`src/rtl/resid_pkg.sv`:
```
package resid_pkg;

  localparam logic [1:0] TERN_ZERO = 2'b00;
  localparam logic [1:0] TERN_POS  = 2'b01;
  localparam logic [1:0] TERN_NEG  = 2'b11;

  localparam int LINES  = 3;
  localparam int SIG_W  = 2 * LINES;

  typedef enum logic [1:0] {
    PH_A    = 2'd0,
    PH_B    = 2'd1,
    PH_C    = 2'd2,
    PH_NONE = 2'd3
  } phase_e;

  // strobes from control to datapath
  typedef struct packed {
    logic loadPrev;
  } dp_strobe_t;

  // (AB,BC,CA) signatures of the six fault groups
  localparam logic [SIG_W-1:0] SIG_A_ODD  = {TERN_NEG,  TERN_ZERO, TERN_POS};
  localparam logic [SIG_W-1:0] SIG_A_EVEN = {TERN_POS,  TERN_ZERO, TERN_NEG};
  localparam logic [SIG_W-1:0] SIG_B_ODD  = {TERN_POS,  TERN_NEG,  TERN_ZERO};
  localparam logic [SIG_W-1:0] SIG_B_EVEN = {TERN_NEG,  TERN_POS,  TERN_ZERO};
  localparam logic [SIG_W-1:0] SIG_C_ODD  = {TERN_ZERO, TERN_POS,  TERN_POS};
  localparam logic [SIG_W-1:0] SIG_C_EVEN = {TERN_ZERO, TERN_NEG,  TERN_NEG};

endpackage

```
`src/rtl/resid_datapath.sv`:
```
module resid_datapath
  import resid_pkg::*;
#(
  parameter int VW       = 16,
  parameter int UW       = 16,
  parameter int TH_MUL   = 26,
  parameter int TH_SHIFT = 8
) (
  input  logic                        clk,
  input  logic                        rstN,
  input  logic [LINES-1:0][VW-1:0]    measV,
  input  logic [LINES-1:0][VW-1:0]    cmdV,
  input  logic [UW-1:0]               busV,
  input  dp_strobe_t                  strobe,
  output logic [SIG_W-1:0]            sigNow,
  output logic [SIG_W-1:0]            prevSig
);

  localparam int RW = VW + 1;
  localparam int PW = UW + $clog2(TH_MUL + 1);
  localparam int TW = PW - TH_SHIFT;
  localparam int CW = ((RW > TW) ? RW : TW) + 1;

  logic [PW-1:0]        prod;
  logic [TW-1:0]        thresh;
  logic signed [CW-1:0] threshPos;
  logic signed [CW-1:0] threshNeg;

  assign prod      = PW'(busV) * PW'(TH_MUL);
  assign thresh    = TW'(prod >> TH_SHIFT);
  assign threshPos = $signed({{(CW-TW){1'b0}}, thresh});
  assign threshNeg = -threshPos;

  for (genvar g = 0; g < LINES; g++) begin : gLine
    logic signed [RW-1:0] resid;
    logic signed [CW-1:0] residExt;
    logic [1:0]           code;

    assign resid    = $signed({measV[g][VW-1], measV[g]}) - $signed({cmdV[g][VW-1], cmdV[g]});
    assign residExt = {{(CW-RW){resid[RW-1]}}, resid};

    always_comb begin
      if (residExt > threshPos)      code = TERN_POS;
      else if (residExt < threshNeg) code = TERN_NEG;
      else                           code = TERN_ZERO;
    end

    assign sigNow[2*g +: 2] = code;
  end

  always_ff @(posedge clk) begin
    if (!rstN)                prevSig <= '0;
    else if (strobe.loadPrev) prevSig <= sigNow;
  end

  if (TH_MUL == 26 && TH_SHIFT == 8) begin : gThreshChk

    th_upper_chk: assert property (@(posedge clk) disable iff (!rstN)
      UW'(thresh) <= (busV >> 3));

    th_lower_chk: assert property (@(posedge clk) disable iff (!rstN)
      UW'(thresh) >= (busV >> 4));
  end

endmodule

```
`src/rtl/resid_control.sv`:
```
module resid_control
  import resid_pkg::*;
(
  input  logic             clk,
  input  logic             rstN,
  input  logic             sampleValid,
  input  logic [SIG_W-1:0] sigNow,
  input  logic [SIG_W-1:0] prevSig,
  output dp_strobe_t       strobe,
  output logic [SIG_W-1:0] sigCode,
  output logic             healthy,
  output logic             groupValid,
  output logic [1:0]       groupPhase,
  output logic             groupEven,
  output logic             unknownFault
);

  logic   havePrev;
  logic   confirm;
  logic   decHealthy, decGroup, decEven, decUnknown;
  phase_e decPhase;

  assign strobe.loadPrev = sampleValid;
  assign confirm         = sampleValid && havePrev && (sigNow == prevSig);

  always_comb begin
    decHealthy = 1'b0;
    decGroup   = 1'b1;
    decUnknown = 1'b0;
    decPhase   = PH_NONE;
    decEven    = 1'b0;
    unique case (sigNow)
      '0:         begin decHealthy = 1'b1; decGroup = 1'b0; end
      SIG_A_ODD:  decPhase = PH_A;
      SIG_A_EVEN: begin decPhase = PH_A; decEven = 1'b1; end
      SIG_B_ODD:  decPhase = PH_B;
      SIG_B_EVEN: begin decPhase = PH_B; decEven = 1'b1; end
      SIG_C_ODD:  decPhase = PH_C;
      SIG_C_EVEN: begin decPhase = PH_C; decEven = 1'b1; end
      default:    begin decGroup = 1'b0; decUnknown = 1'b1; end
    endcase
  end

  always_ff @(posedge clk) begin
    if (!rstN) begin
      havePrev     <= 1'b0;
      sigCode      <= '0;
      healthy      <= 1'b1;
      groupValid   <= 1'b0;
      groupPhase   <= PH_NONE;
      groupEven    <= 1'b0;
      unknownFault <= 1'b0;
    end else if (sampleValid) begin
      havePrev <= 1'b1;
      sigCode  <= sigNow;
      if (confirm) begin
        healthy      <= decHealthy;
        groupValid   <= decGroup;
        groupPhase   <= decPhase;
        groupEven    <= decEven;
        unknownFault <= decUnknown;
      end
    end
  end


  one_state_chk: assert property (@(posedge clk) disable iff (!rstN)
    $countones({healthy, groupValid, unknownFault}) == 1);


  hold_chk: assert property (@(posedge clk) disable iff (!rstN)
    !sampleValid |=> $stable({sigCode, healthy, groupValid, groupPhase, groupEven, unknownFault}));


  persist_chk: assert property (@(posedge clk) disable iff (!rstN)
    !$stable({healthy, groupValid, groupPhase, groupEven, unknownFault})
      |-> $past(sampleValid && (sigNow == prevSig)));


  phase_chk: assert property (@(posedge clk) disable iff (!rstN)
    groupValid |-> groupPhase != PH_NONE);

endmodule

```
`src/rtl/line_resid_classifier.sv`:
```
module line_resid_classifier
  import resid_pkg::*;
#(
  parameter int VW       = 16,
  parameter int UW       = 16,
  parameter int TH_MUL   = 26,
  parameter int TH_SHIFT = 8
) (
  input  logic                 clk,
  input  logic                 rstN,
  input  logic                 sampleValid,
  input  logic signed [VW-1:0] measAb,
  input  logic signed [VW-1:0] measBc,
  input  logic signed [VW-1:0] measCa,
  input  logic signed [VW-1:0] cmdAb,
  input  logic signed [VW-1:0] cmdBc,
  input  logic signed [VW-1:0] cmdCa,
  input  logic [UW-1:0]        busV,
  output logic [5:0]           sigCode,
  output logic                 healthy,
  output logic                 groupValid,
  output logic [1:0]           groupPhase,
  output logic                 groupEven,
  output logic                 unknownFault
);

  dp_strobe_t          strobe;
  logic [SIG_W-1:0]    sigNow;
  logic [SIG_W-1:0]    prevSig;

  resid_datapath #(
    .VW(VW), .UW(UW), .TH_MUL(TH_MUL), .TH_SHIFT(TH_SHIFT)
  ) datapath_i (
    .clk     (clk),
    .rstN    (rstN),
    .measV   ({measAb, measBc, measCa}),
    .cmdV    ({cmdAb, cmdBc, cmdCa}),
    .busV    (busV),
    .strobe  (strobe),
    .sigNow  (sigNow),
    .prevSig (prevSig)
  );

  resid_control control_i (
    .clk          (clk),
    .rstN         (rstN),
    .sampleValid  (sampleValid),
    .sigNow       (sigNow),
    .prevSig      (prevSig),
    .strobe       (strobe),
    .sigCode      (sigCode),
    .healthy      (healthy),
    .groupValid   (groupValid),
    .groupPhase   (groupPhase),
    .groupEven    (groupEven),
    .unknownFault (unknownFault)
  );

endmodule

```
`config.mk`:
```
export PLATFORM = sky130hd
export DESIGN_NAME = line_resid_classifier
export DESIGN_NICKNAME = d
export VERILOG_FILES = /design/src/rtl/resid_pkg.sv /design/src/rtl/resid_datapath.sv /design/src/rtl/resid_control.sv /design/src/rtl/line_resid_classifier.sv
export SDC_FILE = /design/constraint.sdc
export NUM_CORES = 1
export LEC_CHECK = 0
export BUFFER_PORTS_ARGS = -buffer_cell sky130_fd_sc_hd__clkbuf_2
export CORE_UTILIZATION = 42
export DETAILED_ROUTE_END_ITERATION = 10
export PLACE_DENSITY_LB_ADDON = 0.25
export SLEW_MARGIN = 0
export SYNTH_ARGS = -nofsm -noshare
export SYNTH_HDL_FRONTEND = slang
export SYNTH_SLANG_ARGS = --single-unit
```
`constraint.sdc`:
```
create_clock -name clk -period 8.9 [get_ports clk]
set_clock_uncertainty 0.2 [all_clocks]
set_input_delay 1.78 -clock clk [delete_from_list [all_inputs] [get_ports clk]]
set_output_delay 1.78 -clock clk [all_outputs]
set_load 0.005 [all_outputs]
```
# Word level (Yosys, flattened, before mapping)
# Cells that the tools add are included.
[op_classes]
n_mul = 1
reduce_logical = 10
order_cmp = 6
muxes = 11
addsub = 4
eq_ne = 7
[op_table]
columns = ["op", "count"]
rows = [
  ["17-bit by 18-bit < comparator with 1-bit output", 3],
  ["17-bit by 14-bit > comparator with 1-bit output", 3],
  ["16-bit by 16-bit subtractor with 17-bit output", 3],
  ["16-bit by 4-bit multiplier with 20-bit output, second input constant", 1],
  ["13-bit negator with 18-bit output", 1],
  ["6-bit by 5-bit equality test with 1-bit output, second input constant", 2],
  ["6-bit equality test, second input constant", 2],
  ["2-bit 2-to-1 mux", 6],
  ["7-bit OR reduction", 1],
  ["6-bit by 3-bit equality test with 1-bit output, second input constant", 1],
  ["6-bit by 4-bit equality test with 1-bit output, second input constant", 1],
  ["6-bit equality test", 1],
  ["6-bit zero test", 1],
  ["2-bit one-hot mux with 3 select lines", 1],
  ["2-bit OR reduction", 3],
  ["6-bit OR reduction", 1],
  ["1-bit 2-to-1 mux", 4],
  ["3-bit OR reduction", 1],
  ["1-bit logical AND", 2],
  ["2-bit AND reduction", 1],
]
[totals]
out_inout_bits = 12
regBits = 13
wordCells = 46
in_bits = 115

# Depth between registers and ports, before layout
# Gate-level depths: netlist of the first run.
[logic_depth]
depth_word = 8
ltp_mapped = 27
mapped_depth_nobuf = 27

# Modules after synthesis
# A second synthesis of the first run with hierarchy kept.
[unflattened]
hier_cells = 934
hier_area_um2 = 7144.4
[modules_own_cells]
columns = ["module", "seq_area_each_um2", "area_per_inst_um2", "instances", "cells_per_inst"]
rows = [
  ["resid_datapath", 120.1, 6403.6, 1, 852],
  ["resid_control", 260.2, 740.7, 1, 82],
]

# Least setup slack after synthesis of the first run
# Ideal clock, no wire load.
[synth_timing]
path_kind = "input port to flip-flop"
start = "input port busV[5]"
end = "register control_i.groupPhase[0]"
path_stages = 25
n_path_buf = 1
t_required_ns = 8.560
arrival_ns = 7.173
path_slack_ns = 1.387
setup_ns = 0.140
path_cell_list = "ha_1 > inv_1 > fa_1 > inv_1 > ha_1 > buf_6 > a21o_1 > a21o_1 > a21o_1 > or3_1 > a222oi_1 > nor3b_2 > xnor2_1 > ha_1 > a21o_1 > a21o_1 > a21oi_1 > o21ai_0 > maj3_2 > a311o_1 > o21ai_2 > nand2_2 > or3_1 > nand3b_4 > a41oi_1"
[synth_between]
elab_chain_len = 8
elab_cells_between_ends = 27
classes_between = "1 x add/sub; 1 x mul; 6 x order compare; 7 x eq/ne; 7 x mux; 5 x reduce/logical"
[synth_lines]
columns = ["item", "line", "source"]
rows = [
  ["start, declared", "line_resid_classifier.sv:18", "input logic [UW-1:0] busV,"],
  ["16-bit by 4-bit multiplier with 20-bit output (*)", "resid_datapath.sv:29", "assign prod = PW'(busV) * PW'(TH_MUL);"],
  ["13-bit negator with 18-bit output", "resid_datapath.sv:32", "assign threshNeg = -threshPos;"],
  ["17-bit by 18-bit < comparator with 1-bit output", "resid_datapath.sv:44", "else if (residExt < threshNeg) code = TERN_NEG;"],
  ["2-bit 2-to-1 mux", "resid_datapath.sv:44", ""],
  ["2-bit 2-to-1 mux", "resid_datapath.sv:43", "if (residExt > threshPos) code = TERN_POS;"],
  ["6-bit by 3-bit equality test with 1-bit output, or another cell as far along", "resid_control.sv:32", "unique case (sigNow)"],
  ["2-bit OR reduction (no source line) or 1-bit logical AND (tied branches)", "--", ""],
  ["2-bit one-hot mux with 3 select lines or 2-bit AND reduction (tied branches)", "--", ""],
  ["end signal, assigned", "resid_control.sv:59", "groupPhase <= decPhase;"],
  ["end, declared", "resid_control.sv:13", "output logic [1:0] groupPhase,"],
]
# Mark *: on every way between the ends. The rest lies on a longest branch, timed or not.
# A chain may end at the register's enable or synchronous reset.

# Worst setup path after layout of the first run
[layout_timing]
start = "input port busV[8]"
end = "register control_i.groupPhase[1]"
# The elaborated chain is that of the path after synthesis.

==> results of run 1 <==
## layout make-up
cell class	instances	area, sq um	area share
Inverter	135	507	0.0642
Tap cell	216	270	0.0343
Sequential cell	13	260	0.0330
Timing Repair Buffer	133	683	0.0866
Clock buffer	4	78.8	0.00999
Multi-Input combinational cell	747	6090	0.772
## worst max-delay path: stages
cell,delay [ns]
sky130_fd_sc_hd__clkbuf_2,0.11
sky130_fd_sc_hd__ha_1,0.28
sky130_fd_sc_hd__inv_1,0.05
sky130_fd_sc_hd__fa_1,0.49
sky130_fd_sc_hd__inv_1,0.04
sky130_fd_sc_hd__ha_1,0.44
sky130_fd_sc_hd__a21oi_2,0.26
sky130_fd_sc_hd__o21a_1,0.19
sky130_fd_sc_hd__o21ai_0,0.15
sky130_fd_sc_hd__or3_1,0.39
sky130_fd_sc_hd__a222oi_1,0.56
sky130_fd_sc_hd__nor3b_2,0.42
sky130_fd_sc_hd__xnor2_1,0.24
sky130_fd_sc_hd__ha_1,0.31
sky130_fd_sc_hd__a21o_1,0.16
sky130_fd_sc_hd__a21o_1,0.17
sky130_fd_sc_hd__a21oi_1,0.13
sky130_fd_sc_hd__o21ai_0,0.13
sky130_fd_sc_hd__maj3_2,0.37
sky130_fd_sc_hd__a311oi_2,0.31
sky130_fd_sc_hd__nand3_1,0.18
sky130_fd_sc_hd__a211oi_2,0.25
sky130_fd_sc_hd__o21ai_1,0.18
sky130_fd_sc_hd__nor3b_1,0.18
sky130_fd_sc_hd__a211o_1,0.26
## metrics by stage
step	hold slack (ns)	util	total power, W	setup slack, ns
detailed placement	0.264	0.490	0.00120	0.539
global route	0.284	0.495	0.00145	0.272
floorplan	0.235	-	0.000919	1.39
finish	0.276	0.495	0.00128	0.806
global placement	0.262	0.490	0.00117	0.550
CTS	0.276	0.495	0.00129	0.794
## where the power goes
part	switching [W]	total [W]	internal, W	leakage (nW)
registers	0.00000337	0.0000649	0.0000615	0.106
logic	0.000648	0.00113	0.000482	4.03
clock network	0.0000249	0.0000853	0.0000604	0.0382
## cells in the final DEF, fill, tap and decap left out, types with 24 or more instances in the layout
cell type	n
sky130_fd_sc_hd__o21ai_0	39
sky130_fd_sc_hd__xnor2_1	32
sky130_fd_sc_hd__o21a_1	24
sky130_fd_sc_hd__clkbuf_2	126
sky130_fd_sc_hd__inv_1	135
sky130_fd_sc_hd__nand2_1	44
sky130_fd_sc_hd__nor2_1	55
sky130_fd_sc_hd__ha_1	167
sky130_fd_sc_hd__a21oi_1	72
sky130_fd_sc_hd__a21o_1	32
## per-layer routing
metal  vias to the layer above  share of wire  routed length, microns  global-route usage
met2                       165           0.43                    7240               0.345
met5                         -              0                       0                   0
met3                         9          0.043                     728              0.0139
met4                         0         0.0085                     142              0.0219
li1                       3562              -                       -                   -
met1                      2980           0.52                    8680               0.286
## Yosys cell counts, types with 11 or more instances
cell                       instances  area share
sky130_fd_sc_hd__a211oi_1         15       0.016
sky130_fd_sc_hd__a21o_1           32       0.035
sky130_fd_sc_hd__a21oi_1          72       0.052
sky130_fd_sc_hd__dfxtp_1          13       0.038
sky130_fd_sc_hd__fa_1             15       0.044
sky130_fd_sc_hd__ha_1            167        0.30
sky130_fd_sc_hd__inv_1           135       0.073
sky130_fd_sc_hd__nand2_1          44       0.024
sky130_fd_sc_hd__nand2b_1         11       0.010
sky130_fd_sc_hd__nand3_1          18       0.013
sky130_fd_sc_hd__nand4_1          18       0.016
sky130_fd_sc_hd__nor2_1           55       0.030
sky130_fd_sc_hd__nor2b_1          15       0.014
sky130_fd_sc_hd__nor3_1           18       0.013
sky130_fd_sc_hd__o211ai_1         12       0.013
sky130_fd_sc_hd__o21a_1           24       0.026
sky130_fd_sc_hd__o21ai_0          39       0.028
sky130_fd_sc_hd__xnor2_1          32       0.041
sky130_fd_sc_hd__xor2_1           16       0.020
## kinds of logic after synthesis
kind of cell               Yosys count  share of synthesized area
AOI/OAI and AO/OA                  271                      0.271
muxes                                6                    0.00907
and+or+nand+nor                    234                      0.181
adders and majority gates          185                      0.351
xor gates and xnor gates            51                     0.0714
DFF                                 13                     0.0377
buffers and inverters              144                     0.0798
## sequential cells by signal, summed over array words and instances, names as in the netlist
signal / cells
control_i.sigCode: 6
control_i.groupPhase: 2
control_i.groupEven: 1
control_i.groupValid: 1
control_i.havePrev: 1
control_i.healthy: 1
control_i.unknownFault: 1
## final timing paths
kind / from / endpoint
worst min register to register: control_i.havePrev / control_i.havePrev
worst max-delay path: busV[8] / control_i.groupPhase[1]
worst min-delay path: control_i.havePrev / control_i.havePrev
worst max register to register: control_i.sigCode[5] / control_i.unknownFault
==> flow_summary.ini, run 1 <==
[finish]
nNetsFinal = 1330
area_growth_syn_to_layout_pct = 14.3
diodes = 0
stdcell_area_sq_mm = 0.00789
layout.filler_cells = 1631
post_route_cells_drive_above_1_share = 0.156
instances_no_fill = 1248

[timing]
max_slew.worst_pin.slew_ns = 0.750
fin_tns_setup_ns = 0
slew_violations = 0
setup_repair_after_global_routing_missed_its_margin = false
max_clock_freq_mhz = 124
final.period_utilization = 0.909
max-slew-margin-rel = 0.494
period_needed_ns = 8.09
finalHoldViolations = 0
setup-violations-final = 0

[floorplanning]
count_of_boundary_i_o_pins = 127
die_area_sq_mm = 0.0169
die_height_microns = 130
core_region_area_sq_mm = 0.0159
rows = 46
initial_core_util = 0.433
die_width_microns = 130

[cts]
cts.reportedPaths.clkPinSlew_ns = 0.04
clock_tree.buffer_depth = 2
root_buffer = sky130_fd_sc_hd__clkbuf_16
clock_latency_ns = 0.24
htreeDepth = 1
cts_tree = built
post_cts_resize_count = 0
cts_hold_buffers = 0
numClockSinks = 13
post-cts-setup-buffers = 0
cts_buffers = 3

[flow_run]
cap_viol_max_count = 0

[detailed_routing]
drtPass1Iterations = 4
avgViaCountPerCell = 5.38
drt-wirelength-per-cell_microns = 13.5
antenna_violating_nets_post_route = 0
detail_route.wirelength_microns = 16800
count_of_vias_placed_by_the_detailed_router = 6716
number_of_design_rule_violations_left_by_the_first_detailed_router_iteration = 276
route.detailed.drc = 0

[power]
power.density_mw_per_mm2 = 162
power_leakage_nw = 4.18
ir_drop_uv = 57.8

[synthesis]
yosys_most_used_dff = sky130_fd_sc_hd__dfxtp_1
ys_ff_latch = 13
synth_edf_count = 0
number_of_instances_in_the_synthesized_netlist = 904
yosys_warnings = 0
ys_async_sr_fraction = 0
ys_seq_area_frac = 0.0377
synth_cell_type_count = 85
synthesis.area_sq_mm = 0.00690
postSynthAreaPerCell_sq_um = 7.63
synth_fp_nets = 1201

[grt]
grt_pass1_vias = 6362
grt_pass1_wl_microns = 28500
overflow = 0
grt_usage = 0.203
antenna_violations_before_repair = 0
grt_start_max_net_pins = 16

[min_path]
timing.hold.worst.class = flop to flop
worst_hold_path.num_cells = 2

[placement]
hpwl_microns = 15100
gp_routability_congestion = 0.896
post-place-cells = 1244
placement_cell_area_sq_mm = 0.00781
port_buffers = 126

[status]
outcome = finished, final reports clean

[worst_setup_path]
arrival_ns = 8.03
nature_of_the_critical_path_startpoint = input pin
worstSetupPathType = input pin to flop
worst_setup_end_kind = flop
r2r.worst_path.cells = 7
critPathMaxFanout = 12
reg2reg_slack_ns = 6.92
timing.critical_path.required_ns = 8.83
Note: power is estimated with default switching activity, not from simulation.
==> run 2: changes to the inputs <==
--- a/config.mk
+++ b/config.mk
@@ -7,6 +7,7 @@
 export LEC_CHECK = 0
 export BUFFER_PORTS_ARGS = -buffer_cell sky130_fd_sc_hd__clkbuf_2
 export CORE_UTILIZATION = 42
+export CTS_BUF_LIST = sky130_fd_sc_hd__clkbuf_4 sky130_fd_sc_hd__clkbuf_8 sky130_fd_sc_hd__clkbuf_16
 export DETAILED_ROUTE_END_ITERATION = 10
 export PLACE_DENSITY_LB_ADDON = 0.25
 export SLEW_MARGIN = 0
==> run 2 against run 1 <==
  * Largest power group unchanged
  * Maximum frequency hardly changed
  * Sequential share of layout area hardly changed
  * Power is 0.29% higher
  * Critical path type unchanged
  * Global-route usage hardly changed
==> flow_summary.ini, run 2 (synthesis results as in run 1) <==
[status]
outcome = finished, final reports clean

[placement]
port_buffers = 126
hpwl_microns = 15100
gp_routability_congestion = 0.896

[timing]
final.hold.worst_slack_ns = 0.273
slew_violations = 0
finalHoldViolations = 0
max_slew.worst_pin.slew_ns = 0.757
final.period_utilization = 0.909
max_clock_freq_mhz = 124
period_needed_ns = 8.09
max-slew-margin-rel = 0.489
setup_repair_after_global_routing_missed_its_margin = false
setup-violations-final = 0
fin_tns_setup_ns = 0

[worst_setup_path]
worstSetupPathType = input pin to flop
arrival_ns = 8.06
nature_of_the_critical_path_startpoint = input pin
timing.critical_path.required_ns = 8.87
timing.critical_path.mode_cell = sky130_fd_sc_hd__ha_1
critical-path-slowest-cell = sky130_fd_sc_hd__a222oi_1
worst_setup_end_kind = flop
critPathMaxFanout = 12
crit_path_max_incr_delay_ns = 0.57

[floorplanning]
die_height_microns = 130
die_area_sq_mm = 0.0169
core_region_area_sq_mm = 0.0159
rows = 46
die_width_microns = 130
count_of_boundary_i_o_pins = 127
initial_core_util = 0.433

[cts]
root_buffer = sky130_fd_sc_hd__clkbuf_16
post-cts-setup-buffers = 0
cts_hold_buffers = 0
cts_tree = built
post_cts_resize_count = 0
clock_tree.buffer_depth = 2
htreeDepth = 1
clock_latency_ns = 0.24
cts.reportedPaths.clkPinSlew_ns = 0.05
numClockSinks = 13
cts_buffers = 3

[grt]
grt_pass1_wl_microns = 28500
antenna_violations_before_repair = 0
grt_usage = 0.203
grt_pass1_vias = 6356
grt_start_max_net_pins = 16
overflow = 0

[finish]
nNetsFinal = 1330
register_with_the_most_flip_flops = control_i.sigCode
largest_registers = control_i.sigCode (6), control_i.groupPhase (2)
largest_register_ffs = 6
layout.cells.most_common_list = sky130_fd_sc_hd__ha_1 (167), sky130_fd_sc_hd__inv_1 (135), sky130_fd_sc_hd__clkbuf_2 (126)
area_growth_syn_to_layout_pct = 14.4
layout_commonest_cell = sky130_fd_sc_hd__ha_1
diodes = 0
post_route_cells_drive_above_1_share = 0.157

[power]
power_leakage_nw = 4.18
ir_drop_uv = 57.8
power.density_mw_per_mm2 = 163
totalPowerFinal_w = 0.00128

[flow_run]
cap_viol_max_count = 0

[detailed_routing]
met3WireLength_microns = 742
drtPass1Iterations = 7
met2_wirelength_microns = 7220
avgViaCountPerCell = 5.37
detail_route.wirelength_microns = 16800
antenna_violating_nets_post_route = 0
top_signal_layer_used = met4
wl_met1_microns = 8690
count_of_vias_placed_by_the_detailed_router = 6701
drt-wirelength-per-cell_microns = 13.5
number_of_design_rule_violations_left_by_the_first_detailed_router_iteration = 271
route.detailed.drc = 0

[min_path]
timing.hold.worst.class = flop to flop
-- run 2: cell counts in the layout (fill, tap and decap cells not counted) --
Identical to the previous run, type by type.
-- run 2: area by class of cell --
type / count / area [sq um]
Fill cell: 1630 / 8050
Multi-Input combinational cell: 747 / 6090
Timing Repair Buffer: 133 / 683
Inverter: 135 / 507
Tap cell: 216 / 270
Sequential cell: 13 / 260
Clock buffer: 4 / 82.6
-- run 2: critical path, delay by kind of cell --
family          cells  cell delay, ns
xor+xnor            1            0.24
fa+ha+maj           5            1.89
compound gates     13            2.94
buf+inv             3            0.20
simple gates        3            1.01
-- run 2: final timing paths --
kind	start	to	slack, ns	cells past startpoint
min	control_i.healthy	control_i.healthy	0.27	2
max reg2reg	control_i.sigCode[4]	control_i.unknownFault	6.90	5
min reg2reg	control_i.healthy	control_i.healthy	0.27	2
max	busV[8]	control_i.unknownFault	0.81	25
-- run 2: report_power, final --
part	switching [W]	internal, W
clock	0.0000254	0.0000635
combinational	0.000648	0.000482
sequential	0.00000344	0.0000615
total	0.000677	0.000607
-- run 2: through the flow --
| step | instances | worst slack, ns | util | instance area (sq um) |
|---|---|---|---|---|
| 3_3_place_gp | 1244 | 0.550 | 0.490 | 7810 |
| 3_5_place_dp | 1244 | 0.539 | 0.490 | 7810 |
| 6_report | 1248 | 0.811 | 0.495 | 7890 |
| 2_1_floorplan | 904 | 1.39 | - | 6900 |
| 4_1_cts | 1248 | 0.794 | 0.495 | 7890 |
| 5_1_grt | 1248 | 0.272 | 0.495 | 7890 |
-- run 2: routing by layer --
metal  vias up  GRT usage
li1       3564          -
met1      2969      0.287
met2       159      0.345
met3         9     0.0139
met4         0     0.0219
met5         -          0
